[config.mk]
export PLATFORM = sky130hd
export DESIGN_NAME = cfgwin_xlate
export DESIGN_NICKNAME = d
export VERILOG_FILES = /design/src/rtl/cfgwin_pkg.sv /design/src/rtl/cfgwin_rst_sync.sv /design/src/rtl/cfgwin_decode.sv /design/src/rtl/cfgwin_lane.sv /design/src/rtl/cfgwin_ctrl.sv /design/src/rtl/cfgwin_xlate.sv
export SDC_FILE = /design/constraint.sdc
export NUM_CORES = 1
export LEC_CHECK = 0
export ABC_AREA = 0
export ABC_CLOCK_PERIOD_IN_PS = 1500
export BUFFER_PORTS_ARGS = -buffer_cell sky130_fd_sc_hd__buf_4
export CAP_MARGIN = 20
export CORE_UTILIZATION = 45
export DETAILED_ROUTE_END_ITERATION = 8
export PLACE_DENSITY = 0.84
export SYNTH_ARGS = -nofsm -noshare
export SYNTH_HDL_FRONTEND = slang
export SYNTH_SLANG_ARGS = --single-unit
export TNS_END_PERCENT = 1
[constraint.sdc]
create_clock -name clk -period 1.5 [get_ports clk]
set_input_delay 0.075 -clock clk [delete_from_list [all_inputs] [get_ports clk]]
set_output_delay 0.075 -clock clk [all_outputs]
set_load 0.05 [all_outputs]
[src/rtl/cfgwin_pkg.sv]
package cfgwin_pkg;

  // Access size codes carried unchanged from CPU to configuration side
  localparam logic [1:0] SZ_BYTE = 2'd0;
  localparam logic [1:0] SZ_HALF = 2'd1;
  localparam logic [1:0] SZ_WORD = 2'd2;

  typedef enum logic [1:0] {
    ST_IDLE = 2'd0,
    ST_BUSY = 2'd1,
    ST_RESP = 2'd2
  } cfgwin_state_e;

endpackage

[src/rtl/cfgwin_rst_sync.sv]
module cfgwin_rst_sync (
  input  logic clk,
  input  logic rst_n,
  output logic rst_sync_n
);

  logic [1:0] sync_q;

  always_ff @(posedge clk or negedge rst_n) begin
    if (!rst_n) begin
      sync_q <= 2'b00;
    end else begin
      sync_q <= {sync_q[0], 1'b1};
    end
  end

  assign rst_sync_n = sync_q[1];

endmodule

[src/rtl/cfgwin_decode.sv]
module cfgwin_decode #(
  parameter int          ADDR_W   = 32,
  parameter int          WIN_BITS = 22,
  parameter logic [31:0] WIN_BASE = 32'h8080_0000,
  parameter int          REG_BITS = 11,
  parameter int          SEL_BITS = 11,
  parameter int          DEV_W    = $clog2(SEL_BITS + 1),
  parameter int          CFG_AW   = REG_BITS + DEV_W
) (
  input  logic [ADDR_W-1:0] addr,
  input  logic [1:0]        size,
  output logic              claim_ok,
  output logic [CFG_AW-1:0] cfg_addr_d
);

  localparam int TAG_W = ADDR_W - WIN_BITS;
  localparam logic [TAG_W-1:0] WIN_TAG = WIN_BASE[ADDR_W-1:WIN_BITS];

  logic                win_hit;
  logic                size_ok;
  logic [SEL_BITS-1:0] sel_field;
  logic [SEL_BITS-1:0] lowest;
  logic [SEL_BITS:0]   seen_below;
  logic [DEV_W-1:0]    dev_num;
  logic [REG_BITS-1:0] reg_off;

  assign win_hit   = (addr[ADDR_W-1:WIN_BITS] == WIN_TAG);
  assign size_ok   = (size != 2'd3);
  assign claim_ok  = win_hit && size_ok;
  assign reg_off   = addr[REG_BITS-1:0];
  assign sel_field = addr[REG_BITS +: SEL_BITS];

  // Priority chain: a select bit counts only when no lower bit is set
  assign seen_below[0] = 1'b0;
  for (genvar g = 0; g < SEL_BITS; g++) begin : g_scan
    assign lowest[g]       = sel_field[g] && !seen_below[g];
    assign seen_below[g+1] = seen_below[g] || sel_field[g];
  end

  always_comb begin
    dev_num = DEV_W'(SEL_BITS);
    for (int i = 0; i < SEL_BITS; i++) begin
      if (lowest[i]) begin
        dev_num = DEV_W'(i);
      end
    end
  end

  assign cfg_addr_d = {dev_num, reg_off};

  // Checks on the scan
  always_comb begin
    assert_dev_range_R4: assert (dev_num <= DEV_W'(SEL_BITS));
    assert_single_select_R6: assert ($onehot0(lowest));
  end

endmodule

[src/rtl/cfgwin_lane.sv]
module cfgwin_lane #(
  parameter int DATA_W = 32,
  parameter int NBYTES = DATA_W / 8
) (
  input  logic [1:0]        size,
  input  logic [DATA_W-1:0] raw_rdata,
  output logic [DATA_W-1:0] trim_rdata
);

  // Little-endian: an access of 2**size bytes occupies lanes 0 upward
  for (genvar b = 0; b < NBYTES; b++) begin : g_lane
    logic keep;
    assign keep = (b < (1 << size));
    assign trim_rdata[b*8 +: 8] = keep ? raw_rdata[b*8 +: 8] : 8'h00;
  end

endmodule

[src/rtl/cfgwin_ctrl.sv]
module cfgwin_ctrl
  import cfgwin_pkg::*;
#(
  parameter int CFG_AW = 15,
  parameter int DATA_W = 32
) (
  input  logic              clk,
  input  logic              rst_n,
  input  logic              claim,
  input  logic [CFG_AW-1:0] addr_d,
  input  logic              write_d,
  input  logic [1:0]        size_d,
  input  logic [DATA_W-1:0] wdata_d,
  input  logic              done,
  input  logic [DATA_W-1:0] rdata_d,
  output logic              idle,
  output logic              busy,
  output logic              resp,
  output logic [CFG_AW-1:0] addr_q,
  output logic              write_q,
  output logic [1:0]        size_q,
  output logic [DATA_W-1:0] wdata_q,
  output logic [DATA_W-1:0] rdata_q
);

  cfgwin_state_e state_q, state_d;
  logic          load_req;
  logic          load_rsp;

  assign load_req = (state_q == ST_IDLE) && claim;
  assign load_rsp = (state_q == ST_BUSY) && done;

  always_comb begin
    state_d = state_q;
    case (state_q)
      ST_IDLE: if (claim) state_d = ST_BUSY;
      ST_BUSY: if (done)  state_d = ST_RESP;
      ST_RESP: state_d = ST_IDLE;
      default: state_d = ST_IDLE;
    endcase
  end

  always_ff @(posedge clk or negedge rst_n) begin
    if (!rst_n) begin
      state_q <= ST_IDLE;
    end else begin
      state_q <= state_d;
    end
  end

  // Request holding registers, loaded only on acceptance
  always_ff @(posedge clk) begin
    if (load_req) begin
      addr_q  <= addr_d;
      write_q <= write_d;
      size_q  <= size_d;
      wdata_q <= wdata_d;
    end
  end

  // Response register, loaded only on completion
  always_ff @(posedge clk) begin
    if (load_rsp) begin
      rdata_q <= rdata_d;
    end
  end

  assign idle = (state_q == ST_IDLE);
  assign busy = (state_q == ST_BUSY);
  assign resp = (state_q == ST_RESP);

  assert_req_held_R8: assert property (@(posedge clk) disable iff (!rst_n)
    (busy && !done) |=> (busy && !resp));

  assert_ready_single_R8: assert property (@(posedge clk) disable iff (!rst_n)
    resp |=> !resp);

  assert_ready_after_done_R8: assert property (@(posedge clk) disable iff (!rst_n)
    $rose(resp) |-> $past(busy && done));

  assert_fields_stable_R10: assert property (@(posedge clk) disable iff (!rst_n)
    (busy && !done) |=> ($stable(addr_q) && $stable(write_q) &&
                         $stable(size_q) && $stable(wdata_q)));

endmodule

[src/rtl/cfgwin_xlate.sv]
module cfgwin_xlate
  import cfgwin_pkg::*;
#(
  parameter int          ADDR_W   = 32,
  parameter int          DATA_W   = 32,
  parameter int          WIN_BITS = 22,
  parameter logic [31:0] WIN_BASE = 32'h8080_0000,
  parameter int          REG_BITS = 11,
  parameter int          SEL_BITS = 11,
  localparam int         DEV_W    = $clog2(SEL_BITS + 1),
  localparam int         CFG_AW   = REG_BITS + DEV_W
) (
  input  logic              clk,
  input  logic              rst_n,
  input  logic              cpu_valid,
  output logic              cpu_ready,
  input  logic [ADDR_W-1:0] cpu_addr,
  input  logic              cpu_write,
  input  logic [1:0]        cpu_size,
  input  logic [DATA_W-1:0] cpu_wdata,
  output logic [DATA_W-1:0] cpu_rdata,
  output logic              cpu_miss,
  output logic              cfg_req,
  output logic [CFG_AW-1:0] cfg_addr,
  output logic              cfg_write,
  output logic [1:0]        cfg_size,
  output logic [DATA_W-1:0] cfg_wdata,
  input  logic              cfg_done,
  input  logic [DATA_W-1:0] cfg_rdata
);

  logic              rst_sync_n;
  logic              claim_ok;
  logic [CFG_AW-1:0] cfg_addr_d;
  logic [DATA_W-1:0] trim_rdata;
  logic              idle;

  cfgwin_rst_sync u_rst (
    .clk        (clk),
    .rst_n      (rst_n),
    .rst_sync_n (rst_sync_n)
  );

  cfgwin_decode #(
    .ADDR_W   (ADDR_W),
    .WIN_BITS (WIN_BITS),
    .WIN_BASE (WIN_BASE),
    .REG_BITS (REG_BITS),
    .SEL_BITS (SEL_BITS),
    .DEV_W    (DEV_W),
    .CFG_AW   (CFG_AW)
  ) u_dec (
    .addr       (cpu_addr),
    .size       (cpu_size),
    .claim_ok   (claim_ok),
    .cfg_addr_d (cfg_addr_d)
  );

  cfgwin_lane #(
    .DATA_W (DATA_W)
  ) u_lane (
    .size       (cfg_size),
    .raw_rdata  (cfg_rdata),
    .trim_rdata (trim_rdata)
  );

  cfgwin_ctrl #(
    .CFG_AW (CFG_AW),
    .DATA_W (DATA_W)
  ) u_ctrl (
    .clk     (clk),
    .rst_n   (rst_sync_n),
    .claim   (cpu_valid && claim_ok),
    .addr_d  (cfg_addr_d),
    .write_d (cpu_write),
    .size_d  (cpu_size),
    .wdata_d (cpu_wdata),
    .done    (cfg_done),
    .rdata_d (trim_rdata),
    .idle    (idle),
    .busy    (cfg_req),
    .resp    (cpu_ready),
    .addr_q  (cfg_addr),
    .write_q (cfg_write),
    .size_q  (cfg_size),
    .wdata_q (cfg_wdata),
    .rdata_q (cpu_rdata)
  );

  assign cpu_miss = cpu_valid && !claim_ok && idle && rst_sync_n;

  assert_miss_unclaimed_R2: assert property (@(posedge clk) disable iff (!rst_sync_n)
    cpu_miss |=> !cfg_req);

  assert_byte_trim_R7: assert property (@(posedge clk) disable iff (!rst_sync_n)
    (cpu_ready && !cfg_write && cfg_size == SZ_BYTE) |-> (cpu_rdata[DATA_W-1:8] == '0));

endmodule

[Yosys cells after proc, flatten, opt, wreduce, memory -nomap -nowiden]
Index checks and enable logic that the tools add are counted.
Storage, ports and cells
  input port bits: 103
  bits in registers: 86
Cells by class
  shift operators: 1
  $lt $le $gt $ge: 4
  mux-type cells: 13
  reductions and logical operators: 40
  equal/unequal tests: 6
Operator list (number)
  $lt 3x32->1 const A: 2
  $lt 1x32->1 const A: 1
  $lt 2x32->1 const A: 1
  $mux 4: 8
  $shl 1x2->32 const A: 1
  $logic_and 1x1->1: 17
  $logic_not 1->1: 11
  $eq 10x10->1 const B: 1
  $logic_or 1x1->1: 9
  $mux 2: 4
  $ne 2x1->1 const B: 2
  $pmux 2 s2: 1
  $reduce_or 3->1: 1
  $eq 2x1->1 const B: 1
  $eq 2x2->1 const B: 1
  $logic_not 2->1: 1
  $ne 2x2->1 const B: 1
  $reduce_and 2->1: 1

[Longest topological paths before layout]
Gate-level depths: netlist of the first run.
  depth in word-level cells: 12
  gate-level depth with buffers: 3

[Hierarchy]
A second synthesis of the first run with hierarchy kept.
Unflattened totals
  cell total of the unflattened synthesis: 163
  area, all modules: 3080.5 µm²
By module, submodules not included
  cfgwin_ctrl: instances 1, area each 2573.7 µm², sequential area each 2512.4 µm², cells an instance 93
  cfgwin_lane: instances 1, area each 225.2 µm², sequential area each 0.0 µm², cells an instance 35
  cfgwin_decode: instances 1, area each 210.2 µm², sequential area each 0.0 µm², cells an instance 30
  cfgwin_rst_sync: instances 1, area each 53.8 µm², sequential area each 50.0 µm², cells an instance 3
  cfgwin_xlate: instances 1, area each 17.5 µm², sequential area each 0.0 µm², cells an instance 2

[Worst setup path after synthesis of the first run]
OpenSTA, ideal clock, no wires.
  path kind: reg2reg
  from: reg u_ctrl.state_q[0]
  to: reg u_ctrl.addr_q[0], enable pin
  path slack: -1.621 ns
  path buffers: 0
  cell stages (with the launch flop): 4
  library setup time: 0.458 ns
  arrival time: 2.663 ns
  clock period less this slack: 3.121 ns
  cells stage by stage: dfrtp_1 -> nor2_1 -> nand2_1 -> nor2_1
Between the ends
  longest elaborated chain between the ends: 2
RTL lines
  start, declared: RTL line cfgwin_ctrl.sv:26  | cfgwin_state_e state_q, state_d;
  start signal, assigned: RTL line cfgwin_ctrl.sv:47  | state_q <= state_d;
  $logic_not 2->1: RTL line cfgwin_ctrl.sv:30  | assign load_req = (state_q == ST_IDLE) && claim;
  $logic_and 1x1->1: RTL line cfgwin_ctrl.sv:30
  via u_ctrl.load_req: RTL line cfgwin_ctrl.sv:27  | logic load_req;
  end signal, assigned: RTL line cfgwin_ctrl.sv:54  | addr_q <= addr_d;
  end, declared: RTL line cfgwin_ctrl.sv:19  | output logic [CFG_AW-1:0] addr_q,
The timed path passes the listed nets, and every way through them passes these cells.
A chain may end at the register's enable or synchronous reset.

[Final worst setup path of the first run]
  from: reg u_ctrl.state_q[1]
  to: reg u_ctrl.rdata_q[21], enable pin
Between the ends
  longest elaborated chain between the ends: 2
RTL lines
  $eq 2x1->1: RTL line cfgwin_ctrl.sv:31  | assign load_rsp = (state_q == ST_BUSY) && done;
  $logic_and 1x1->1: RTL line cfgwin_ctrl.sv:31
  via u_ctrl.load_rsp: RTL line cfgwin_ctrl.sv:28  | logic load_rsp;
  end signal, assigned: RTL line cfgwin_ctrl.sv:64  | rdata_q <= rdata_d;
  end, declared: RTL line cfgwin_ctrl.sv:23  | output logic [DATA_W-1:0] rdata_q
The timed path passes the listed nets, and every way through them passes these cells.

==> out/qor.txt, run 1 <==
delay of the slowest cell on the worst path -> 450 ps
Leak -> 2.223 nW
Initial Util -> 0.4686
io pins -> 188
Rows -> 29
CTS Sinks -> 86
Net Sw Frac -> 0.2003
GPL Wtd Cong -> 0.7779
CTS tree -> done
clock slew seen by the registers of the worst setup and hold paths -> 100 ps
met3 GRT Util -> 0.07952
port buffer count -> 187
Root Driver -> clkbuf_8
Crit Path Category -> flip-flop to flip-flop
Logic pwr share -> 0.083
FMAX -> 700.4 MHz
cells after synthesis -> 152
final-report hold violation count -> 0
dpl ws -> 30.34 ps
worst ir drop on vdd -> 0.0007252 V
RSZ-0062 raised after global routing -> false
fin crit share -> 0.9519
gr usage total -> 0.2539
largest net degree at the start of global routing -> 33
# DRC -> 0
Routed Antenna Nets -> 0
met1 usage -> 0.2580
Yosys reg bits -> 86
clock latency on the worst-skew pair -> 350 ps
P_int -> 3.854 mW
sequential share of the synthesized area -> 0.8612
global-route wire length before repair -> 12.93 mm
Final min period -> 1428 ps
post-synthesis cell area -> 2975 um^2
non-filler instance count after layout -> 483
Hold Path Class -> input port to flip-flop
critical path required time -> 1500 ps
PwrDens -> 910.7 nW/um^2
H-tree depth -> 3
synth warn -> 0
Max clock buf depth -> 2
P_sw -> 0.9656 mW
Antenna Cells -> 0
CP Max Fanout -> 32
First DRT Iteration DRCs -> 101
max cap viols -> 0
die area -> 6941 um^2
WL final -> 8.439 mm
die extent in x -> 83.32 um
share of layout cells above drive strength 1 -> 0.5246
met2 GRT Util -> 0.4769
crit end category -> flip-flop
Final WS setup -> 72.20 ps
initial antenna violation count -> 0
crit path launch type -> flip-flop
Arrival @ worst endpoint -> 1430 ps
Die H -> 83.32 um
hold slack -> 14.65 ps
GRT overflow -> 0
# setup viols final -> 0
Vias -> 2,281
placed cell count -> 410
area delta synth->final -> 77.88%
Nets -> 504
slowest cell on the critical path -> and2_4
via count of the first global-routing pass -> 2,460
Unique masters post-synth -> 25
Post-Syn Nets -> 255
crit-path cells -> nor2b_2 > and2_4
WL/cell -> 17.47 um
sequential group share of total power -> 0.544
status -> finished, final reports clean
vias per inst -> 4.723
core area -> 6350 um^2
clock power share -> 0.373
final setup skew -> 11.16 ps
mean post-synth cell area -> 19.57 um^2
dpl hpwl -> 5.223 mm
CTS Buf Count -> 9
Gates resized, CTS repair -> 0
Power Total -> 4.820 mW
TritonRoute pass-1 iters -> 4
Max Slew Vio Count -> 0
GR peak layer -> met2
power groups by stage:
stage / sequential [mW] / clock [mW] / combinational [mW]
floorplan: 2.68 / 0 / 0.0456
global placement: 2.68 / 0 / 0.258
detailed placement: 2.68 / 0 / 0.266
CTS: 2.62 / 1.81 / 0.387
global route: 2.62 / 1.92 / 0.422
finish: 2.62 / 1.80 / 0.400
metrics by stage:
step | instance area [um^2] | utilization | TNS, ps
6_report | 5293 | 0.8335 | 0
3_5_place_dp | 4502 | 0.7090 | 0
3_3_place_gp | 4502 | 0.7090 | 0
4_1_cts | 5293 | 0.8335 | 0
5_1_grt | 5293 | 0.8335 | 0
2_1_floorplan | 2988 | - | -17700
layout by cell type (no fill, tap or decap), types with 2 or more instances in the layout:
cell type,netlist,routed
edfxtp_1,82,82
nor4_1,2,2
nor2b_1,11,10
clkbuf_8,0,9
dlygate4sd3_1,0,57
buf_4,0,188
inv_6,0,2
nor2_1,6,5
nand2_1,2,2
inv_1,2,2
and2_1,18,17
buf_12,0,2
clkinvlp_4,0,2
bufinv_16,0,2
dfrtp_1,4,4
worst max-delay path: cells and delay by family (launching register included):
| kind | cells | cell delay [ps] |
|---|---|---|
| DFF | 1 | 410 |
| and+or+nand+nor | 2 | 660 |
routing by layer:
metal | wire length, um | up-vias
li1 | - | 1056
met1 | 2854 | 1082
met2 | 4682 | 131
met3 | 730 | 12
met4 | 171 | 0
met5 | 0 | -
cell type report:
class / count / area [um^2]
tap: 77 / 96.34
clock buffer: 9 / 123.9
sequential: 86 / 2562
multi-input combinational: 55 / 384.1
fill: 315 / 1057
inverter: 2 / 7.507
clock inverter: 7 / 96.34
timing repair buffer: 247 / 2022
flip-flops by register name, summed over array words and instances (netlist names):
register	cells
u_ctrl.addr_q	15
u_ctrl.rdata_q	32
u_ctrl.size_q	2
u_ctrl.state_q	2
u_ctrl.wdata_q	32
u_ctrl.write_q	1
u_rst.sync_q	2
synthesized netlist by cell type (all sizes together):
| cell | count | share of area |
|---|---|---|
| a211oi | 1 | 0.0025 |
| a21oi | 1 | 0.0017 |
| and2 | 19 | 0.040 |
| and2b | 1 | 0.0029 |
| and4 | 1 | 0.0029 |
| clkbuf | 9 | 0.011 |
| conb | 1 | 0.0013 |
| dfrtp | 4 | 0.034 |
| edfxtp | 82 | 0.83 |
| inv | 2 | 0.0025 |
| nand2 | 2 | 0.0025 |
| nand2b | 1 | 0.0021 |
| nand4 | 1 | 0.0021 |
| nand4b | 1 | 0.0029 |
| nor2 | 6 | 0.0076 |
| nor2b | 11 | 0.023 |
| nor4 | 3 | 0.011 |
| nor4b | 1 | 0.0050 |
| o211a | 1 | 0.0034 |
| o21ba | 1 | 0.0034 |
| o2bb2ai | 1 | 0.0029 |
| o31ai | 2 | 0.0067 |
timing repair:
item / in CTS / in global routing
hold buffers: 57 / 0
endpoints found under the hold margin: 58 / 0
setup buffers: 0 / 0
cells by family (layout without fill, tap and decap cells):
group | count (synthesis) | in the layout | synth area share
buf+inv | 11 | 265 | 0.01388
compound gates | 7 | 7 | 0.02061
other cells | 1 | 1 | 0.001260
simple gates | 47 | 47 | 0.1030
flops | 86 | 86 | 0.8612
worst paths after layout:
kind                       slack [ps]  depth (start not counted)              start                  to
min reg2reg                        30                          0    u_rst.sync_q[1]   u_ctrl.state_q[0]
min in group asynchronous          30                          0    u_rst.sync_q[1]   u_ctrl.state_q[0]
max                                70                          2  u_ctrl.state_q[1]  u_ctrl.rdata_q[21]
min                                10                          2      cfg_rdata[19]  u_ctrl.rdata_q[19]
max reg2reg                        70                          2  u_ctrl.state_q[1]  u_ctrl.rdata_q[21]
max in group asynchronous        1340                          0    u_rst.sync_q[1]   u_ctrl.state_q[1]
Power figures use the tool's default switching activity.
==> run 2: changes to the inputs <==
--- a/config.mk
+++ b/config.mk
@@ -9,10 +9,13 @@
 export ABC_CLOCK_PERIOD_IN_PS = 1500
 export BUFFER_PORTS_ARGS = -buffer_cell sky130_fd_sc_hd__buf_4
 export CAP_MARGIN = 20
-export CORE_UTILIZATION = 45
+export CELL_PAD_IN_SITES_DETAIL_PLACEMENT = 1
+export CELL_PAD_IN_SITES_GLOBAL_PLACEMENT = 1
+export CORE_UTILIZATION = 36
 export DETAILED_ROUTE_END_ITERATION = 8
-export PLACE_DENSITY = 0.84
+export PLACE_DENSITY_LB_ADDON = 0.1
 export SYNTH_ARGS = -nofsm -noshare
 export SYNTH_HDL_FRONTEND = slang
+export SYNTH_HIERARCHICAL = 1
 export SYNTH_SLANG_ARGS = --single-unit
 export TNS_END_PERCENT = 1
==> out/qor.txt, run 2 <==
status -> finished with violations (was finished, final reports clean)
failing checks -> negative setup slack
FMAX -> 662.6 MHz (was 700.4 MHz)
dpl ws -> -372.1 ps (was 30.34 ps)
Routed Antenna Nets -> 0 (unchanged)
fillers -> 810 (was 315)
Final WS setup -> -9.181 ps (was 72.20 ps)
synth warn -> 6 (was 0)
final-report hold violation count -> 0 (unchanged)
final setup skew -> 15.35 ps (was 11.16 ps)
mean post-synth cell area -> 18.90 um^2 (was 19.57 um^2)
worst ir drop on vdd -> 0.0005263 V (was 0.0007252 V)
max cap viols -> 0 (unchanged)
Max clock buf depth -> 2 (unchanged)
largest net degree at the start of global routing -> 33 (unchanged)
Post-Syn Nets -> 266 (was 255)
min-delay src -> cfg_rdata[15] (was cfg_rdata[19])
Critical R2R Capture -> u_ctrl/wdata_q[18] (was u_ctrl.rdata_q[21])
Worst R2R Path Depth -> 3 (was 2)
share of layout cells above drive strength 1 -> 0.5358 (was 0.5246)
post-synthesis cell area -> 3080 um^2 (was 2975 um^2)
PwrDens -> 822.0 nW/um^2 (was 910.7 nW/um^2)
Root Driver -> clkbuf_8 (unchanged)
Commonest cells post-synth -> edfxtp_1 (82), and2_1 (14), buf_4 (11) (was edfxtp_1 (82), and2_1 (18), nor2b_1 (11))
gr usage total -> 0.2000 (was 0.2539)
cells after synthesis -> 163 (was 152)
Yosys reg bits -> 86 (unchanged)
RSZ-0062 raised after global routing -> true (was false)
fin crit share -> 1.006 (was 0.9519)
Nets -> 504 (unchanged)
Leak -> 2.197 nW (was 2.223 nW)
io pins -> 188 (unchanged)
asr flop ratio synth -> 0.04651 (unchanged)
R2R setup slack -> 230 ps (was 70 ps)
area leader, netlist -> edfxtp_1 (unchanged)
GRT overflow -> 0 (unchanged)
most frequent cells in the layout -> buf_4 (185), edfxtp_1 (82), dlygate4sd3_1 (58) (was buf_4 (188), edfxtp_1 (82), dlygate4sd3_1 (57))
Post-synth EDFFs -> 82 (unchanged)
core area -> 8258 um^2 (was 6350 um^2)
global-route wire length before repair -> 12.95 mm (was 12.93 mm)
Arrival @ worst endpoint -> 1550 ps (was 1430 ps)
commonest non-fill, non-tap cell in the layout -> buf_4 (unchanged)
WL final -> 8.693 mm (was 8.439 mm)
die extent in x -> 94.51 um (was 83.32 um)
top_reg_cell synth -> edfxtp_1 (unchanged)
crit path launch type -> input port (was flip-flop)
Vias -> 2,282 (was 2,281)
WHS Path Cells -> 2 (unchanged)
placed cell areas -> 4553 um^2 (was 4502 um^2)
Max Slew Vio Count -> 0 (unchanged)
FF-to-FF Start -> u_ctrl/state_q[1] (was u_ctrl.state_q[1])
Core Util, Final -> 0.6429 (was 0.8335)
CTS tree -> done (unchanged)
top-count cell post-synth -> edfxtp_1 (unchanged)
top flop regs -> u_ctrl/rdata_q: 32 flops, u_ctrl/wdata_q: 32 flops, u_ctrl/addr_q: 15 flops (was u_ctrl.rdata_q: 32 flops, u_ctrl.wdata_q: 32 flops, u_ctrl.addr_q: 15 flops)
clock latency on the worst-skew pair -> 350 ps (about the same)
Final Cell Area -> 5309 um^2 (was 5293 um^2)
area delta synth->final -> 72.34% (was 77.88%)
crit end category -> flip-flop (unchanged)
# DRC -> 0 (unchanged)
# setup viols final -> 28 (was 0)
TritonRoute pass-1 iters -> 4 (unchanged)
CP Max Fanout -> 24 (was 32)
port buffer count -> 187 (unchanged)
hold slack -> 21.69 ps (was 14.65 ps)
WHS Endpoint -> u_ctrl/rdata_q[15] (was u_ctrl.rdata_q[19])
clock slew seen by the registers of the worst setup and hold paths -> 80 ps (was 100 ps)
Die H -> 94.51 um (was 83.32 um)
initial antenna violation count -> 0 (unchanged)
WL/cell -> 17.01 um (was 17.47 um)
vias per inst -> 4.466 (was 4.723)
CTS Sinks -> 86 (unchanged)
non-filler instance count after layout -> 511 (was 483)
via count of the first global-routing pass -> 2,637 (was 2,460)
Crit Path Category -> input port to flip-flop (was flip-flop to flip-flop)
sequential share of the synthesized area -> 0.8318 (was 0.8612)
Initial Util -> 0.3730 (was 0.4686)
Worst-Margin Slew -> 676.4 ps
Final min period -> 1509 ps (was 1428 ps)
relative slew slack -> 0.5374
critical path required time -> 1540 ps (was 1500 ps)
Power Total -> 4.364 mW (was 4.820 mW)
H-tree depth -> 3 (unchanged)
Fin Setup TNS -> -113.2 ps (was 0 ps)
top cells by area, synth -> edfxtp_1 (80%), dfrtp_1 (3.2%), and2_1 (2.8%) (was edfxtp_1 (83%), and2_1 (3.8%), dfrtp_1 (3.4%))
Hold Path Class -> input port to flip-flop (unchanged)
Rows -> 33 (was 29)
First DRT Iteration DRCs -> 60 (was 101)
CTS Buf Count -> 9 (unchanged)
Synth top area share -> 0.7994 (was 0.8276)
GPL Wtd Cong -> 0.6939 (was 0.7779)
die area -> 8931 um^2 (was 6941 um^2)
placed cell count -> 436 (was 410)
Unique masters post-synth -> 28 (was 25)
dpl hpwl -> 5.398 mm (was 5.223 mm)
-- run 2: cell count changes after synthesis, sizes merged, moves of 2 or more --
| cell | previous run | this run |
|---|---|---|
| and2 | 19 | 21 |
| nor2b | 11 | 2 |
| o21a | 0 | 8 |
| nand2b | 1 | 3 |
| nor2 | 6 | 3 |
| or4 | 0 | 2 |
| a2111oi | 0 | 2 |
| o31ai | 2 | 0 |
| buf | 0 | 14 |
-- run 2: cell families (layout without fill, tap and decap cells) --
| kind of cell | count (synthesis) | after routing | synth area share |
|---|---|---|---|
| DFF | 86 | 86 | 0.8318 |
| other | 1 | 2 | 0.001217 |
| buffers and inverters | 24 | 266 | 0.04793 |
| and+or+nand+nor | 38 | 38 | 0.08245 |
| AOI/OAI and AO/OA | 14 | 14 | 0.03656 |
-- run 2: worst max-delay path, cell delays in order --
cell       delay (ps)
buf_6              90
or4_4             530
a2111oi_4         300
and2_4            190
and2_4            170
buf_12            180
-- run 2: layer usage --
metal | vias to the layer above | track usage | routed length (um)
met4 | 0 | 0.09596 | 223
met2 | 117 | 0.3822 | 4820
li1 | 1064 | - | -
met1 | 1086 | 0.1875 | 2873
met5 | - | 0 | 0
met3 | 15 | 0.06924 | 776
-- run 2: final cells by class --
cell class / count / area [um^2] / share of cell area
Timing Repair Buffer: 249 / 2063 / 0.3886
Clock inverter: 6 / 30.03 / 0.005656
Clock buffer: 9 / 123.9 / 0.02333
Antenna cell: 1 / 2.502 / 0.0004714
Sequential cell: 86 / 2562 / 0.4827
Inverter: 2 / 7.507 / 0.001414
Multi-Input combinational cell: 53 / 387.9 / 0.07306
Tap cell: 105 / 131.4 / 0.02475
-- run 2: power breakdown --
part           internal, mW  total [mW]  leakage [nW]  switching [mW]
logic                 0.291       0.397          1.32           0.105
registers              2.62        2.62         0.797         0.00194
clock network         0.573        1.34        0.0797           0.770
total                  3.49        4.36          2.20           0.878
-- run 2: timing repair --
| action | in CTS | in global routing |
|---|---|---|
| hold buffers | 58 | 0 |
| pin swaps | 0 | 1 |
| resized for setup | 1 | 2 |
| setup buffers | 1 | 0 |
| endpoints found under the setup margin | 31 | 51 |
| hold endpoints to repair | 59 | 0 |
-- run 2: worst max path at each step --
| stage | from | depth (start not counted) | slack (ps) | end |
|---|---|---|---|---|
| global route | cpu_addr[26] | 6 | -40 | u_ctrl/wdata_q[2] |
| finish | cpu_addr[26] | 6 | -9 | u_ctrl/wdata_q[18] |
| detailed placement | cpu_addr[26] | 6 | -370 | u_ctrl/wdata_q[17] |
| global placement | cpu_addr[26] | 6 | -370 | u_ctrl/wdata_q[10] |
| CTS | cpu_addr[29] | 6 | 7 | u_ctrl/wdata_q[12] |
| floorplan | cpu_addr[26] | 4 | -380 | u_ctrl/addr_q[0] |
